File: config.mk
export PLATFORM = sky130hd
export DESIGN_NAME = uart_rx_recover
export DESIGN_NICKNAME = d
export VERILOG_FILES = /design/src/rtl/uart_rx_pkg.sv /design/src/rtl/rx_sync.sv /design/src/rtl/rx_vote3.sv /design/src/rtl/rx_ctrl.sv /design/src/rtl/uart_rx_recover.sv
export SDC_FILE = /design/constraint.sdc
export NUM_CORES = 1
export LEC_CHECK = 0
export ABC_AREA = 1
export BUFFER_PORTS_ARGS = -buffer_cell sky130_fd_sc_hd__buf_4
export CAP_MARGIN = 25
export CORE_MARGIN = 1.5
export CORE_UTILIZATION = 45
export CTS_CLUSTER_SIZE = 20
export DETAILED_ROUTE_END_ITERATION = 6
export SYNTH_ARGS = -nofsm -noshare
export SYNTH_HDL_FRONTEND = slang
export SYNTH_SLANG_ARGS = --single-unit
export TNS_END_PERCENT = 1
File: constraint.sdc
create_clock -name clk -period 4 [get_ports clk]
set_input_delay 0.6 -clock clk [delete_from_list [all_inputs] [get_ports clk]]
set_output_delay 0.6 -clock clk [all_outputs]
set_load 0.05 [all_outputs]
File: src/rtl/uart_rx_pkg.sv
package uart_rx_pkg;
  typedef enum logic [1:0] {
    ST_HUNT   = 2'd0,
    ST_VERIFY = 2'd1,
    ST_DATA   = 2'd2
  } rx_state_e;

  localparam int PH_W = 4;
  // zero-based sample phases (RTn is n-1)
  localparam logic [PH_W-1:0] PH_V1   = 4'd2;
  localparam logic [PH_W-1:0] PH_V2   = 4'd4;
  localparam logic [PH_W-1:0] PH_V3   = 4'd6;
  localparam logic [PH_W-1:0] PH_D1   = 4'd7;
  localparam logic [PH_W-1:0] PH_D2   = 4'd8;
  localparam logic [PH_W-1:0] PH_D3   = 4'd9;
  localparam logic [PH_W-1:0] PH_LATE = 4'd6;
  localparam logic [PH_W-1:0] PH_EARLY = 4'd11;
  localparam logic [PH_W-1:0] PH_LAST = 4'd15;
endpackage

File: src/rtl/rx_sync.sv
module rx_sync #(
  parameter int STAGES = 2
) (
  input  logic clk,
  input  logic rst_n,
  input  logic din,
  output logic dout
);
  logic [STAGES-1:0] stg_q;

  generate
    for (genvar g = 0; g < STAGES; g++) begin : g_stage
      if (g == 0) begin : g_first
        always_ff @(posedge clk or negedge rst_n) begin
          if (!rst_n) stg_q[g] <= 1'b1;
          else        stg_q[g] <= din;
        end
      end else begin : g_next
        always_ff @(posedge clk or negedge rst_n) begin
          if (!rst_n) stg_q[g] <= 1'b1;
          else        stg_q[g] <= stg_q[g-1];
        end
      end
    end
  endgenerate

  assign dout = stg_q[STAGES-1];
endmodule

File: src/rtl/rx_vote3.sv
module rx_vote3 (
  input  logic [2:0] smp,
  output logic       maj,
  output logic       split
);
  always_comb begin
    maj   = (smp[0] & smp[1]) | (smp[0] & smp[2]) | (smp[1] & smp[2]);
    split = (smp != 3'b000) && (smp != 3'b111);
  end
endmodule

File: src/rtl/rx_ctrl.sv
module rx_ctrl
  import uart_rx_pkg::*;
#(
  parameter int DATA_BITS = 8
) (
  input  logic                 clk,
  input  logic                 rst_n,
  input  logic                 tick,
  input  logic                 samp,
  output logic                 start_pulse,
  output logic                 bit_valid,
  output logic                 bit_value,
  output logic                 byte_valid,
  output logic [DATA_BITS-1:0] byte_data,
  output logic                 noise,
  output logic                 frame_err
);
  localparam int IDX_W = $clog2(DATA_BITS + 2);
  localparam logic [IDX_W-1:0] IDX_LAST_DATA = IDX_W'(DATA_BITS);

  rx_state_e             state_q, state_d;
  logic [PH_W-1:0]       ph_q, ph_d;
  logic [IDX_W-1:0]      idx_q, idx_d;
  logic [2:0]            hist_q, hist_d;
  logic                  v1_q, v1_d, v2_q, v2_d;
  logic                  d1_q, d1_d, d2_q, d2_d;
  logic [DATA_BITS-1:0]  sh_q, sh_d;
  logic                  nz_q, nz_d;
  logic                  arm_q, arm_d;
  logic                  start_q, start_d;
  logic                  bv_q, bv_d;
  logic                  bval_q, bval_d;
  logic                  byv_q, byv_d;
  logic [DATA_BITS-1:0]  byte_q, byte_d;
  logic                  nzo_q, nzo_d;
  logic                  fe_q, fe_d;

  logic ver_maj, ver_split, dat_maj, dat_split;
  logic [PH_W-1:0] cur_raw, cur;
  logic fall, early, late;

  rx_vote3 u_vote_start (.smp({v1_q, v2_q, samp}), .maj(ver_maj), .split(ver_split));
  rx_vote3 u_vote_data  (.smp({d1_q, d2_q, samp}), .maj(dat_maj), .split(dat_split));

  always_comb begin
    cur_raw = ph_q + 1'b1;
    fall    = hist_q[0] & ~samp;
    early   = arm_q & fall & (cur_raw >= PH_EARLY);
    late    = arm_q & fall & (cur_raw <= PH_LATE);
    cur     = (early | late) ? '0 : cur_raw;
  end

  always_comb begin
    state_d = state_q;
    ph_d    = ph_q;
    idx_d   = idx_q;
    hist_d  = hist_q;
    v1_d    = v1_q;
    v2_d    = v2_q;
    d1_d    = d1_q;
    d2_d    = d2_q;
    sh_d    = sh_q;
    nz_d    = nz_q;
    arm_d   = arm_q;
    start_d = 1'b0;
    bv_d    = 1'b0;
    bval_d  = bval_q;
    byv_d   = 1'b0;
    byte_d  = byte_q;
    nzo_d   = nzo_q;
    fe_d    = 1'b0;
    if (tick) begin
      hist_d = {hist_q[1:0], samp};
      unique case (state_q)
        ST_HUNT: begin
          if (!samp && (hist_q == 3'b111)) begin
            state_d = ST_VERIFY;
            ph_d    = '0;
            nz_d    = 1'b0;
          end
        end
        ST_VERIFY: begin
          ph_d = cur_raw;
          if (cur_raw == PH_V1) v1_d = samp;
          if (cur_raw == PH_V2) v2_d = samp;
          if (cur_raw == PH_V3) begin
            if (ver_maj) begin
              state_d = ST_HUNT;
            end else begin
              start_d = 1'b1;
              nz_d    = ver_split;
              state_d = ST_DATA;
              idx_d   = '0;
              arm_d   = 1'b0;
            end
          end
        end
        ST_DATA: begin
          ph_d = cur;
          if (early | late) arm_d = 1'b0;
          if ((ph_q == PH_LAST) || early) idx_d = idx_q + 1'b1;
          if (cur == PH_D1) d1_d = samp;
          if (cur == PH_D2) d2_d = samp;
          if ((cur == PH_D3) && (idx_q != '0)) begin
            bv_d   = 1'b1;
            bval_d = dat_maj;
            if (idx_q <= IDX_LAST_DATA) begin
              sh_d  = {dat_maj, sh_q[DATA_BITS-1:1]};
              nz_d  = nz_q | dat_split;
              arm_d = dat_maj;
            end else begin
              byv_d   = 1'b1;
              byte_d  = sh_q;
              nzo_d   = nz_q | dat_split;
              fe_d    = ~dat_maj;
              state_d = ST_HUNT;
            end
          end
        end
        default: state_d = ST_HUNT;
      endcase
    end
  end

  always_ff @(posedge clk or negedge rst_n) begin
    if (!rst_n) begin
      state_q <= ST_HUNT;
      ph_q    <= '0;
      idx_q   <= '0;
      hist_q  <= 3'b111;
      v1_q    <= 1'b0;
      v2_q    <= 1'b0;
      d1_q    <= 1'b0;
      d2_q    <= 1'b0;
      sh_q    <= '0;
      nz_q    <= 1'b0;
      arm_q   <= 1'b0;
      start_q <= 1'b0;
      bv_q    <= 1'b0;
      bval_q  <= 1'b0;
      byv_q   <= 1'b0;
      byte_q  <= '0;
      nzo_q   <= 1'b0;
      fe_q    <= 1'b0;
    end else begin
      state_q <= state_d;
      ph_q    <= ph_d;
      idx_q   <= idx_d;
      hist_q  <= hist_d;
      v1_q    <= v1_d;
      v2_q    <= v2_d;
      d1_q    <= d1_d;
      d2_q    <= d2_d;
      sh_q    <= sh_d;
      nz_q    <= nz_d;
      arm_q   <= arm_d;
      start_q <= start_d;
      bv_q    <= bv_d;
      bval_q  <= bval_d;
      byv_q   <= byv_d;
      byte_q  <= byte_d;
      nzo_q   <= nzo_d;
      fe_q    <= fe_d;
    end
  end

  assign start_pulse = start_q;
  assign bit_valid   = bv_q;
  assign bit_value   = bval_q;
  assign byte_valid  = byv_q;
  assign byte_data   = byte_q;
  assign noise       = nzo_q;
  assign frame_err   = fe_q;
endmodule

File: src/rtl/uart_rx_recover.sv
module uart_rx_recover #(
  parameter int DATA_BITS   = 8,
  parameter int SYNC_STAGES = 2
) (
  input  logic                 clk,
  input  logic                 rst_n,
  input  logic                 tick,
  input  logic                 rxd,
  output logic                 start_pulse,
  output logic                 bit_valid,
  output logic                 bit_value,
  output logic                 byte_valid,
  output logic [DATA_BITS-1:0] byte_data,
  output logic                 noise,
  output logic                 frame_err
);
  logic line_s;

  rx_sync #(.STAGES(SYNC_STAGES)) u_sync (
    .clk  (clk),
    .rst_n(rst_n),
    .din  (rxd),
    .dout (line_s)
  );

  rx_ctrl #(.DATA_BITS(DATA_BITS)) u_ctrl (
    .clk        (clk),
    .rst_n      (rst_n),
    .tick       (tick),
    .samp       (line_s),
    .start_pulse(start_pulse),
    .bit_valid  (bit_valid),
    .bit_value  (bit_value),
    .byte_valid (byte_valid),
    .byte_data  (byte_data),
    .noise      (noise),
    .frame_err  (frame_err)
  );
endmodule

# After elaboration in Yosys (flattened, before gate mapping)
# Cells that the tools add are included.
[word_totals]
memories = 0
latchBits = 0
rom_bits = 0
ram_bits = 0
reg_bits = 43
output_inout_bits = 14
word_cells = 127
[op_classes]
div = 0
shift = 0
reduce_logical = 24
eq_ne = 19
n_mul = 0
bitwise = 19
muxes = 40
order_cmp = 3
addsub = 2
[op_table]
columns = ["cell", "count"]
rows = [
  ["1-bit 2-to-1 mux", 25],
  ["4-bit 2-to-1 mux", 5],
  ["3-bit AND reduction", 6],
  ["4-bit by 3-bit equality test with 1-bit output (second input constant)", 3],
  ["4-bit equality test (second input constant)", 3],
  ["4-bit case mux with 3 select lines", 1],
  ["4-bit AND reduction", 3],
  ["1-bit bitwise AND", 10],
  ["2-bit 2-to-1 mux", 5],
  ["2-bit by 1-bit inequality test with 1-bit output (second input constant)", 5],
  ["5-bit AND reduction", 2],
  ["3-bit nonzero test", 3],
  ["4-bit by 1-bit adder with 4-bit output (second input constant)", 2],
  ["4-bit case mux with 2 select lines", 1],
  ["7-bit AND reduction", 1],
  ["3-bit inequality test (second input constant)", 2],
  ["1-bit bitwise OR", 6],
  ["2-bit case mux with 3 select lines", 1],
  ["4-bit by 2-bit equality test with 1-bit output (second input constant)", 1],
  ["4-bit greater-or-equal comparator (second input constant)", 1],
  ["4-bit by 3-bit <= comparator with 1-bit output (second input constant)", 1],
  ["4-bit <= comparator (second input constant)", 1],
  ["1-bit logical AND", 4],
  ["2-bit inequality test (second input constant)", 2],
  ["other kinds (11)", 13],
]

# Depth between registers and ports, before layout
# Gate-level depths: netlist of run 1.
[logic_depth]
depth_word = 11
mapped_depth = 12

# Hierarchy
# A second synthesis of run 1 with hierarchy kept.
[hier_totals]
cells_unflattened = 270
hier_area_um2 = 2254.7
[modules_own_cells]
columns = ["module", "cells_each", "n_inst", "area_per_inst_um2"]
rows = [
  ["rx_ctrl", 254, 1, 2144.6],
  ["rx_vote3", 7, 2, 28.8],
  ["rx_sync", 2, 1, 52.6],
]

# Worst setup path after synthesis of run 1
# OpenSTA, ideal clock, no wires.
[synth_timing]
path_kind = "reg2reg"
startpoint = "reg u_ctrl.ph_q[0]"
endpoint = "reg u_ctrl.byte_q[0], in the netlist u_ctrl.byte_data[0]"
t_arrival_ns = 1.670
path_buffers = 1
setup_slack_ns = 2.213
setup_ns = 0.118
stages_incl_launch_ff = 13
synth_period_minus_slack_ns = 1.787
required_time_ns = 3.882
cell_sequence = "dfrtp_1 ha_1 inv_1 nand2_1 nand2_4 nand2_4 nand2_4 nand4_4 nor2_8 nand3_4 buf_6 nand2_1 nand2_1"
[synth_via]
elab_chain_cells = 8
[synth_lines]
columns = ["item", "line", "rtl"]
rows = [
  ["start, declared", "rx_ctrl.sv:22", "logic [PH_W-1:0] ph_q, ph_d;"],
  ["start signal, assigned", "rx_ctrl.sv:147", "ph_q <= ph_d;"],
  ["4-bit by 1-bit adder with 4-bit output (*)", "rx_ctrl.sv:46", "cur_raw = ph_q + 1'b1;"],
  ["4-bit greater-or-equal comparator or 4-bit by 3-bit <= comparator with 1-bit output (tied branches)", "rx_ctrl.sv:48, rx_ctrl.sv:49", ""],
  ["1-bit bitwise AND, on equally long branches", "rx_ctrl.sv:48, rx_ctrl.sv:49", ""],
  ["1-bit bitwise OR", "rx_ctrl.sv:50", "cur = (early | late) ? '0 : cur_raw;"],
  ["4-bit 2-to-1 mux (*)", "rx_ctrl.sv:50", ""],
  ["4-bit equality test (*)", "rx_ctrl.sv:104", "if ((cur == PH_D3) && (idx_q != '0)) begin"],
  ["1-bit logical AND (*)", "rx_ctrl.sv:104", ""],
  ["4-bit AND reduction (no line) (*)", "--", ""],
  ["end signal, assigned", "rx_ctrl.sv:161", "byte_q <= byte_d;"],
  ["end, declared", "rx_ctrl.sv:34", "logic [DATA_BITS-1:0] byte_q, byte_d;"],
]
# Mark *: on every way between the ends. The rest lies on a longest branch, timed or not.
# A chain may end at the register's enable or synchronous reset.

# Final worst setup path of run 1
# Ends and elaborated chain as after synthesis.

==> results.md, run 1 <==
- Root Driver: clkbuf_8
- Worst Setup SP: u_ctrl.ph_q[0]$_DFFE_PN0P_
- Sequential share of power: 40.9%
- Gate power share: 27.7%
- Site row count: 25
- Drt total wl: 4.30 mm
- Mux cell area share after synthesis: 0%
- Yosys reg bits: 43
- Crit Reg-Reg Startpoint: u_ctrl.ph_q[0]$_DFFE_PN0P_
- Post-DP HPWL: 3.13 mm
- Synth area leader: dfrtp_1
- GRT overflow: 0
- Initial Util: 47.7%
- Rel. slew slack: 64.4%
- Setup_tns: 0 ps
- Setup repair bufs after CTS: 0
- Setup crit end kind: register
- DRC Markers: 0
- Worst path max stage delay: 470 ps
- Vias/cell: 4.77
- Status: completed
- DR pass1 iterations: 4
- Final period utilization: 49.6%
- Worst Path Class, Setup: reg -> reg
- Initial antenna violation count: 0
- Pins Over Slew Limit: 0
- Pwr Total: 1280 uW
- Share of layout cells above drive strength 1: 21.2%
- Switching power of the nets: 443 uW
- Final hold viol count: 0
- Critical path startpoint category: register
- Leakage power: 0.00127 uW
- CTS Sinks: 43
- I/O Buffers: 17
- Sw frac: 34.6%
- Complex-gate fraction of the synthesized area: 12.5%
- Most common cell after layout, fill and taps aside: nand2_1
- Io pins: 18
- # hold bufs at CTS: 0
- FILL cells: 476
- CTS tree: done
- Post-CTS sizing: 0
- Vias in the first global route: 1575
- H-tree depth: 2
- Critical Path AT: 2230 ps
- Most area-consuming cells after synthesis: dfrtp_1, nand2_1, inv_1
- Mean Syn Cell Area: 8.78 um2
- ANT nets after route: 0
- Post-Synth Simple-Gate Area: 26.7%
- Antenna Cells: 0
- Worst hold-check path type: in -> async
- CTS Buf Count: 5
- Avg WL per Cell: 12.3 um
- Core Area: 4820 um2
- Synth warn: 0
- Min Tclk post-route: 1990 ps
- Synth Instances: 262
- Largest net degree at the start of global routing: 44
- Die Ht: 74.5 um
- Worst Clk Skew: 8.90 ps
- Crit-path cells: ha_1, inv_1, nand2_1, nand2_4, nand2_4, nand2_4, nand4_4, nor2_8, nand3_4, inv_1, nand2_1, nand2_1
- Register area share after synthesis: 47.1%
- Final setup fails: 0
- Slew of the pin with the lowest slew margin: 534 ps
- Clk buf depth: 2
- Vias: 1671
- Int Pwr: 837 uW
- Global-route usage over all layers: 17.9%
- Yosys cell types: 31
- Worst vdd rail ir drop: 0.297 mV
- Pwr per Cell Area: 490 nW/um2
- CTS clk-pin slew, worst paths: 90 ps
- Die ar.: 5550 um2
- Post-Synth Adder-Cell Area: 5.44%
- R2r setup slk: 2010 ps
- GPL Wtd Cong: 0.891
- CP max FO: 18
- First-pass GRT wire length: 7.42 mm
- DRT iter0 DRCs: 93
- Final non-filler cell total: 350
- Clk_lat worst skew: 300 ps
- Layout Nets: 296
- Main combinational cell family by area after synthesis: simple AND/OR/NAND/NOR gates
- Hold_ws: 274 ps
- Slowest cell on the critical path: dfrtp_1
- Die width: 74.5 um
- Fmax: 504 MHz
- Top-area cell type share of the netlist area: 41.3%
- Commonest non-fill, non-tap cells in the layout: nand2_1, dfrtp_1, inv_1, buf_4, o21ai_2
- CP Data Required Time: 4240 ps
- Area growth syn-to-layout: 13.6%
- RSZ-0062 raised after global routing: false
- Maxcap violations: 0
- Placed cells: 342
- Synth Cell Area: 2300 um2
- Clock network power share: 31.4%
- Synth Area in XOR/XNOR: 0.762%
- Syn nets: 276
## worst paths after layout
kind	depth (start not counted)	to
min	1	u_ctrl.ph_q[2]$_DFFE_PN0P_
max	12	u_ctrl.byte_data[0]$_DFFE_PN0P_
max reg2reg	12	u_ctrl.byte_data[0]$_DFFE_PN0P_
min in group clk	0	u_sync.dout$_DFF_PN1_
max in group asynchronous	1	u_sync.stg_q[0]$_DFF_PN1_
min reg2reg	0	u_sync.dout$_DFF_PN1_
## metal layers
layer | GRT usage [%] | share of wire [%] | up-vias
li1 | - | - | 883
met1 | 25.5 | 53 | 763
met2 | 26.8 | 43 | 19
met3 | 4.07 | 2.7 | 6
met4 | 6.06 | 1.7 | 0
met5 | 0 | 0 | -
## area by class of cell
type / instances / area (um2) / area share [%]
Sequential cell: 43 / 1080 / 41.4
Multi-Input combinational cell: 177 / 1040 / 39.9
Inverter: 38 / 143 / 5.46
Timing Repair Buffer: 17 / 128 / 4.89
Tap cell: 67 / 83.8 / 3.21
Clock buffer: 6 / 72.6 / 2.78
Clock inverter: 2 / 60.1 / 2.30
## metrics by stage
stage / cell area, um2 / utilization [%] / setup slack [ps]
after global routing: 2610 / 54.2 / 1840
after global placement: 2480 / 51.5 / 2020
after CTS: 2610 / 54.2 / 1980
final: 2610 / 54.2 / 2010
after floorplan: 2300 / - / 2210
after detailed placement: 2480 / 51.5 / 2010
## cell families (layout without fill, tap and decap cells)
group                    count (synthesis)  count (layout)
adder cells (fa/ha/maj)                 10              10
XOR/XNOR                                 2               2
AO/OA/AOI/OAI                           45              45
AND/OR/NAND/NOR                        120             120
flip-flops                              43              43
buffers and inverters                   42              63
## cells in the mapped netlist, drive strengths merged
cell type	number
dfstp	5
o22ai	1
clkbuf	1
xor2	2
nor2	16
o211ai	1
nor3	1
o21ai	31
o21bai	1
a21oi	11
and3	2
buf	3
dfrtp	38
inv	38
nand3b	2
nand2	74
nand4	9
ha	10
nand3	16
## critical path, delay by kind of cell, from the launching register on
family | cells | cell delay [ps]
AND/OR/NAND/NOR | 9 | 960
flip-flops | 1 | 470
adder cells (fa/ha/maj) | 1 | 260
buffers and inverters | 2 | 230
## state kept, by name, indices dropped and copies added, names as in the netlist, 2 cells and up
signal,flops
u_ctrl.idx_q,4
u_ctrl.hist_q,3
u_ctrl.ph_q,4
u_ctrl.state_q,2
u_ctrl.byte_data,8
u_ctrl.sh_q,8
## power by group through the flow
stage	sequential, uW	combinational (uW)	clock [uW]
final	524	354	402
after global routing	532	400	425
after CTS	524	355	411
after detailed placement	533	350	0
after global placement	532	350	0
after floorplan	522	271	0
No activity file was read; power rests on OpenSTA's default activity.
==> run 2, diff against run 1 <==
==> constraint.sdc (replaced) <==
create_clock -name clk -period 2 [get_ports clk]
set_input_delay 0.3 -clock clk [delete_from_list [all_inputs] [get_ports clk]]
set_output_delay 0.3 -clock clk [all_outputs]
set_load 0.05 [all_outputs]
==> run 2 against run 1 <==
The flow now finishes with violations (negative hold slack). Sequential cell count stayed put. Wire length is 5.3% higher. Non-clock buffer count is 7 higher. Global-route usage is 0.34 points lower. Via count is 3.6% higher. Cell count is 2.3% higher. Register-to-register slack worse by 1900 ps. Sequential share of layout area is 1.1 points lower. Die area stayed put. Design area is 2.8% higher. Sequential power is 95% higher. Critical path type unchanged. Highest routed layer unchanged.
==> results.md, run 2 (synthesis results as in run 1) <==
- Setup_tns: 0 ps
- Vias/cell: 4.84
- Crit Reg-Reg Startpoint: u_ctrl.ph_q[0]$_DFFE_PN0P_
- Most used cell, CP: nand2_4
- Most common cell after layout, fill and taps aside: nand2_1
- Critical path startpoint category: register
- Worst Clk Skew: 7.19 ps
- Worst Setup SP: u_ctrl.ph_q[0]$_DFFE_PN0P_
- CTS Sinks: 43
- CTS Buf Count: 5
- Final Util: 55.8%
- Pins Over Slew Limit: 0
- Pwr per Cell Area: 976 nW/um2
- Rel. slew slack: 64.1%
- CP bufs+invs: 1
- I/O Buffers: 17
- Site row count: 25
- Io pins: 18
- DR pass1 iterations: 4
- Worst Path Class, Setup: reg -> reg
- Final period utilization: 94.4%
- Share of layout cells above drive strength 1: 23.7%
- First-pass GRT wire length: 7.46 mm
- Sw frac: 34.1%
- Drt total wl: 4.53 mm
- Slowest cell on the critical path: dfrtp_1
- CP Data Required Time: 2180 ps
- Layout Nets: 304
- Fmax: 530 MHz
- Die Ht: 74.5 um
- Leakage power: 0.00130 uW
- Antenna Cells: 0
- CP max FO: 16
- Switching power of the nets: 893 uW
- Vias in the first global route: 1598
- Clk buf depth: 2
- Worst hold-check path type: in -> async
- Maxcap violations: 0
- Final hold viol count: 16
- Int Pwr: 1730 uW
- Failing checks: negative hold slack
- Largest net degree at the start of global routing: 44
- Initial antenna violation count: 0
- Global-route usage over all layers: 17.5%
- GRT overflow: 0
- Clk_lat worst skew: 290 ps
- Hold_ws: -14.7 ps
- Critical Path AT: 2070 ps
- Sequential Area: 1080 um2
- Initial Util: 47.7%
- Commonest non-fill, non-tap cells in the layout: nand2_1, dfrtp_1, inv_1, buf_4, o21ai_2
- ANT nets after route: 0
- Final setup fails: 0
- Post-DP HPWL: 3.19 mm
- Clock network power share: 30.5%
- GPL Wtd Cong: 0.931
- Min Tclk post-route: 1890 ps
- Sequential share of power: 39.0%
- Crit-path cells: ha_1, inv_1, nand2_1, nand2_4, nand2_4, nand2_4, nand4_4, nor2_8, nand3_4, nand2_1, o21ai_2
- Slew of the pin with the lowest slew margin: 538 ps
- # hold bufs at CTS: 0
- Die width: 74.5 um
- Gate power share: 30.6%
- H-tree depth: 2
- Core Area: 4820 um2
- Worst path top cell family by delay: simple AND/OR/NAND/NOR gates
- CTS tree: done
- DRC Markers: 0
- Multi-input gate area: 1060 um2
- RSZ-0062 raised after global routing: true
- Worst vdd rail ir drop: 0.426 mV
- Setup crit end kind: register
- Die ar.: 5550 um2
- Status: complete, but fails checks
- Area growth syn-to-layout: 16.8%
- FILL cells: 478
- DRT iter0 DRCs: 105
- Vias: 1731
- Avg WL per Cell: 12.6 um
- Worst path max stage delay: 410 ps
- CTS clk-pin slew, worst paths: 90 ps
- Root Driver: clkbuf_8
[run 2: cell types whose count changed in the layout (fill, tap and decap cells not counted), sizes merged]
cell	delta
buf	+7
nand3	+1
[run 2: routing by layer]
metal,up-vias,part of all wire [%],global-route usage [%]
met5,-,0,0
met4,0,0.42,4.24
met3,2,3.0,3.25
met2,27,45,26.1
met1,800,52,26.3
li1,902,-,-
[run 2: worst paths after layout]
path                                                   end  slack (ps)  depth (start not counted)
worst max-delay path            u_ctrl.sh_q[6]$_DFFE_PN0P_         110                         11
worst min-delay path            u_ctrl.ph_q[2]$_DFFE_PN0P_         -10                          1
worst max register to register  u_ctrl.sh_q[6]$_DFFE_PN0P_         110                         11
worst min register to register       u_sync.dout$_DFF_PN1_         360                          0
max in group asynchronous            u_sync.dout$_DFF_PN1_        1630                          1
min in group clk                 u_sync.stg_q[0]$_DFF_PN1_         110                          1
[run 2: area by class of cell]
cell class                 instances  share of cell area (%)
sequential                        43                    40.3
multi-input combinational        178                    39.6
timing repair buffer              24                    6.71
inverter                          38                    5.31
tap                               67                    3.12
clock buffer                       6                    2.70
clock inverter                     2                    2.24
[run 2: what timing repair did]
| item | in CTS | in global routing |
|---|---|---|
| hold endpoints to repair | 0 | 0 |
| setup buffers | 0 | 1 |
| gates resized for setup | 0 | 3 |
| setup endpoints to repair | 0 | 11 |
[run 2: metrics by stage]
stage          cell area, um2  setup slack [ps]  power, uW  hold slack, ps  instances
6_report                 2690               112       2620           -14.7        358
2_1_floorplan            2300               213       1580            4.41        262
5_1_grt                  2690             -39.9       2810            29.4        358
3_5_place_dp             2520               115       1830             326        348
4_1_cts                  2660              80.0       2640            1.15        356
3_3_place_gp             2520               165       1830             326        348
[run 2: power by group through the flow]
stage | combinational (uW) | clock, uW | sequential (uW)
2_1_floorplan | 541 | 0 | 1040
6_report | 801 | 799 | 1020
5_1_grt | 920 | 854 | 1030
4_1_cts | 793 | 819 | 1020
3_5_place_dp | 786 | 0 | 1040
3_3_place_gp | 796 | 0 | 1040
==> run 3, diff against run 2 <==
--- a/config.mk
+++ b/config.mk
@@ -8,10 +8,13 @@
 export ABC_AREA = 1
 export BUFFER_PORTS_ARGS = -buffer_cell sky130_fd_sc_hd__buf_4
 export CAP_MARGIN = 25
+export CELL_PAD_IN_SITES_DETAIL_PLACEMENT = 1
+export CELL_PAD_IN_SITES_GLOBAL_PLACEMENT = 1
 export CORE_MARGIN = 1.5
 export CORE_UTILIZATION = 45
 export CTS_CLUSTER_SIZE = 20
 export DETAILED_ROUTE_END_ITERATION = 6
+export PLACE_DENSITY_LB_ADDON = 0.1
 export SYNTH_ARGS = -nofsm -noshare
 export SYNTH_HDL_FRONTEND = slang
 export SYNTH_SLANG_ARGS = --single-unit
==> run 3 against run 2 <==
The flow now finishes without violations. Sequential power about the same. Combinational power rose by 2%. Clock skew fell by 2.3 ps. Critical endpoint is now u_ctrl.byte_data[4]$_DFFE_PN0P_. Largest cell class unchanged. Cell count increased by 1.7%. First-iteration DRC count decreased by 21%.
==> results.md, run 3 (synthesis results as in run 1) <==
- Die width: 74.5 um
- Min Tclk post-route: 1940 ps
- Layout Nets: 310
- Slew of the pin with the lowest slew margin: 543 ps
- CTS Buf Count: 5
- Clk buf depth: 2
- RSZ-0062 raised after global routing: true
- CP Data Required Time: 2230 ps
- Initial antenna violation count: 0
- Final setup fails: 0
- Crit-path cells: ha_1, inv_1, nand2_1, nand2_4, nand2_4, nand2_4, nand4_4, nor2_8, nand3_4, buf_4, o21ai_2
- Vias/cell: 5.02
- ANT nets after route: 0
- Status: completed
- Most common cell after layout, fill and taps aside: nand2_1
- Worst hold-check path type: in -> reg
- Drt total wl: 5.24 mm
- R2R cell count: 11
- First-pass GRT wire length: 8.91 mm
- Most used cell, CP: nand2_4
- Switching power of the nets: 925 uW
- Site row count: 25
- Slowest cell on the critical path: dfrtp_2
- Worst Path Class, Setup: reg -> reg
- Sw frac: 38.4%
- Worst vdd rail ir drop: 0.533 mV
- Clk_lat worst skew: 300 ps
- Avg WL per Cell: 14.4 um
- DRT iter0 DRCs: 83
- Share of layout cells above drive strength 1: 24.9%
- DRC Markers: 0
- Maxcap violations: 0
- Int Pwr: 1490 uW
- Pins Over Slew Limit: 0
- Largest net degree at the start of global routing: 44
- Io pins: 18
- Final period utilization: 96.8%
- GRT overflow: 0
- FILL cells: 599
- Worst path max stage delay: 460 ps
- Setup_tns: 0 ps
- CTS Sinks: 43
- Critical path startpoint category: register
- Hold path cells: 1
- Area growth syn-to-layout: 16.3%
- Fmax: 516 MHz
- Commonest non-fill, non-tap cells in the layout: nand2_1, inv_1, dfrtp_1, buf_4, o21ai_2
- Setup crit end kind: register
- Pwr per Cell Area: 901 nW/um2
- Worst Clk Skew: 4.92 ps
- Vias in the first global route: 1912
- Core Area: 4820 um2
- CTS clk-pin slew, worst paths: 80 ps
- Leakage power: 0.00131 uW
- Initial Util: 47.7%
- H-tree depth: 2
- Vias: 1826
- Sequential Area: 1080 um2
- Sequential share of power: 43.4%
- Critical Path AT: 2170 ps
- Global-route usage over all layers: 21.7%
- Antenna Cells: 0
- Die Ht: 74.5 um
- Multi-input gate area: 1040 um2
- Pwr Total: 2410 uW
- Root Driver: clkbuf_8
- CP max FO: 17
- Die ar.: 5550 um2
- Final hold viol count: 0
- Clock network power share: 22.6%
- GPL Wtd Cong: 0.878
- Rel. slew slack: 63.8%
- Gate power share: 34.0%
- CTS tree: done
- DR pass1 iterations: 4
- Post-DP HPWL: 3.96 mm
- I/O Buffers: 17
==> run 3: cell count changes in the layout (fill, tap and decap cells not counted), moves of 2 or more <==
cell	delta
buf_4	+6
bufinv_16	-2
o21ai_0	-2
o21ai_1	+2
==> run 3: timing repair <==
item / 4_1_cts / 5_1_grt
setup buffers: 0 / 5
setup endpoints to repair: 0 / 28
hold endpoints to repair: 9 / 0
gates resized for setup: 0 / 4
hold buffers: 1 / 0
==> run 3: final timing paths <==
path | slack, ps | start | to
worst max-delay path | 60 | u_ctrl.ph_q[0]$_DFFE_PN0P_ | u_ctrl.byte_data[4]$_DFFE_PN0P_
min in group asynchronous | 520 | rst_n | u_ctrl.v1_q$_DFFE_PN0P_
worst min register to register | 360 | u_sync.stg_q[0]$_DFF_PN1_ | u_sync.dout$_DFF_PN1_
worst max register to register | 60 | u_ctrl.ph_q[0]$_DFFE_PN0P_ | u_ctrl.byte_data[4]$_DFFE_PN0P_
max in group asynchronous | 1070 | rst_n | u_ctrl.ph_q[0]$_DFFE_PN0P_
worst min-delay path | 110 | rxd | u_sync.stg_q[0]$_DFF_PN1_
==> run 3: per-layer routing <==
layer | wire length, um | track usage, %
met1 | 2550 | 28.3
met2 | 2520 | 35.9
met3 | 102 | 4.34
met4 | 68 | 8.08
met5 | 0 | 0
==> run 3: power groups by stage <==
stage	combinational [uW]	sequential, uW	clock, uW
floorplan	541	1040	0
global placement	803	1050	0
detailed placement	815	1060	0
CTS	823	1040	569
global route	924	1060	603
finish	819	1050	546
==> run 3: layout make-up <==
class                      instances  area share (%)
sequential                        43            40.5
multi-input combinational        177            39.0
inverter                          38            5.33
clock buffer                       6            2.71
timing repair buffer              31            8.80
tap                               67            3.14
clock inverter                     2           0.468
==> run 3: critical path: cells and delay by family, from the launching register on <==
kind	cells	cell delay, ps
compound gates	1	100
simple gates	7	810
buf+inv	2	270
flops	1	460
fa+ha+maj	1	230
==> run 3: through the flow <==
step | std cells | hold slack (ps) | setup WS [ps] | util [%] | cell area (um2)
3_5_place_dp | 350 | 325 | 49.1 | 52.7 | 2540
2_1_floorplan | 262 | 4.41 | 213 | - | 2300
4_1_cts | 359 | 93.8 | 20.5 | 54.7 | 2640
6_report | 364 | 106 | 63.5 | 55.5 | 2670
5_1_grt | 364 | 84.3 | -89.6 | 55.5 | 2670
3_3_place_gp | 350 | 326 | 146 | 52.7 | 2540
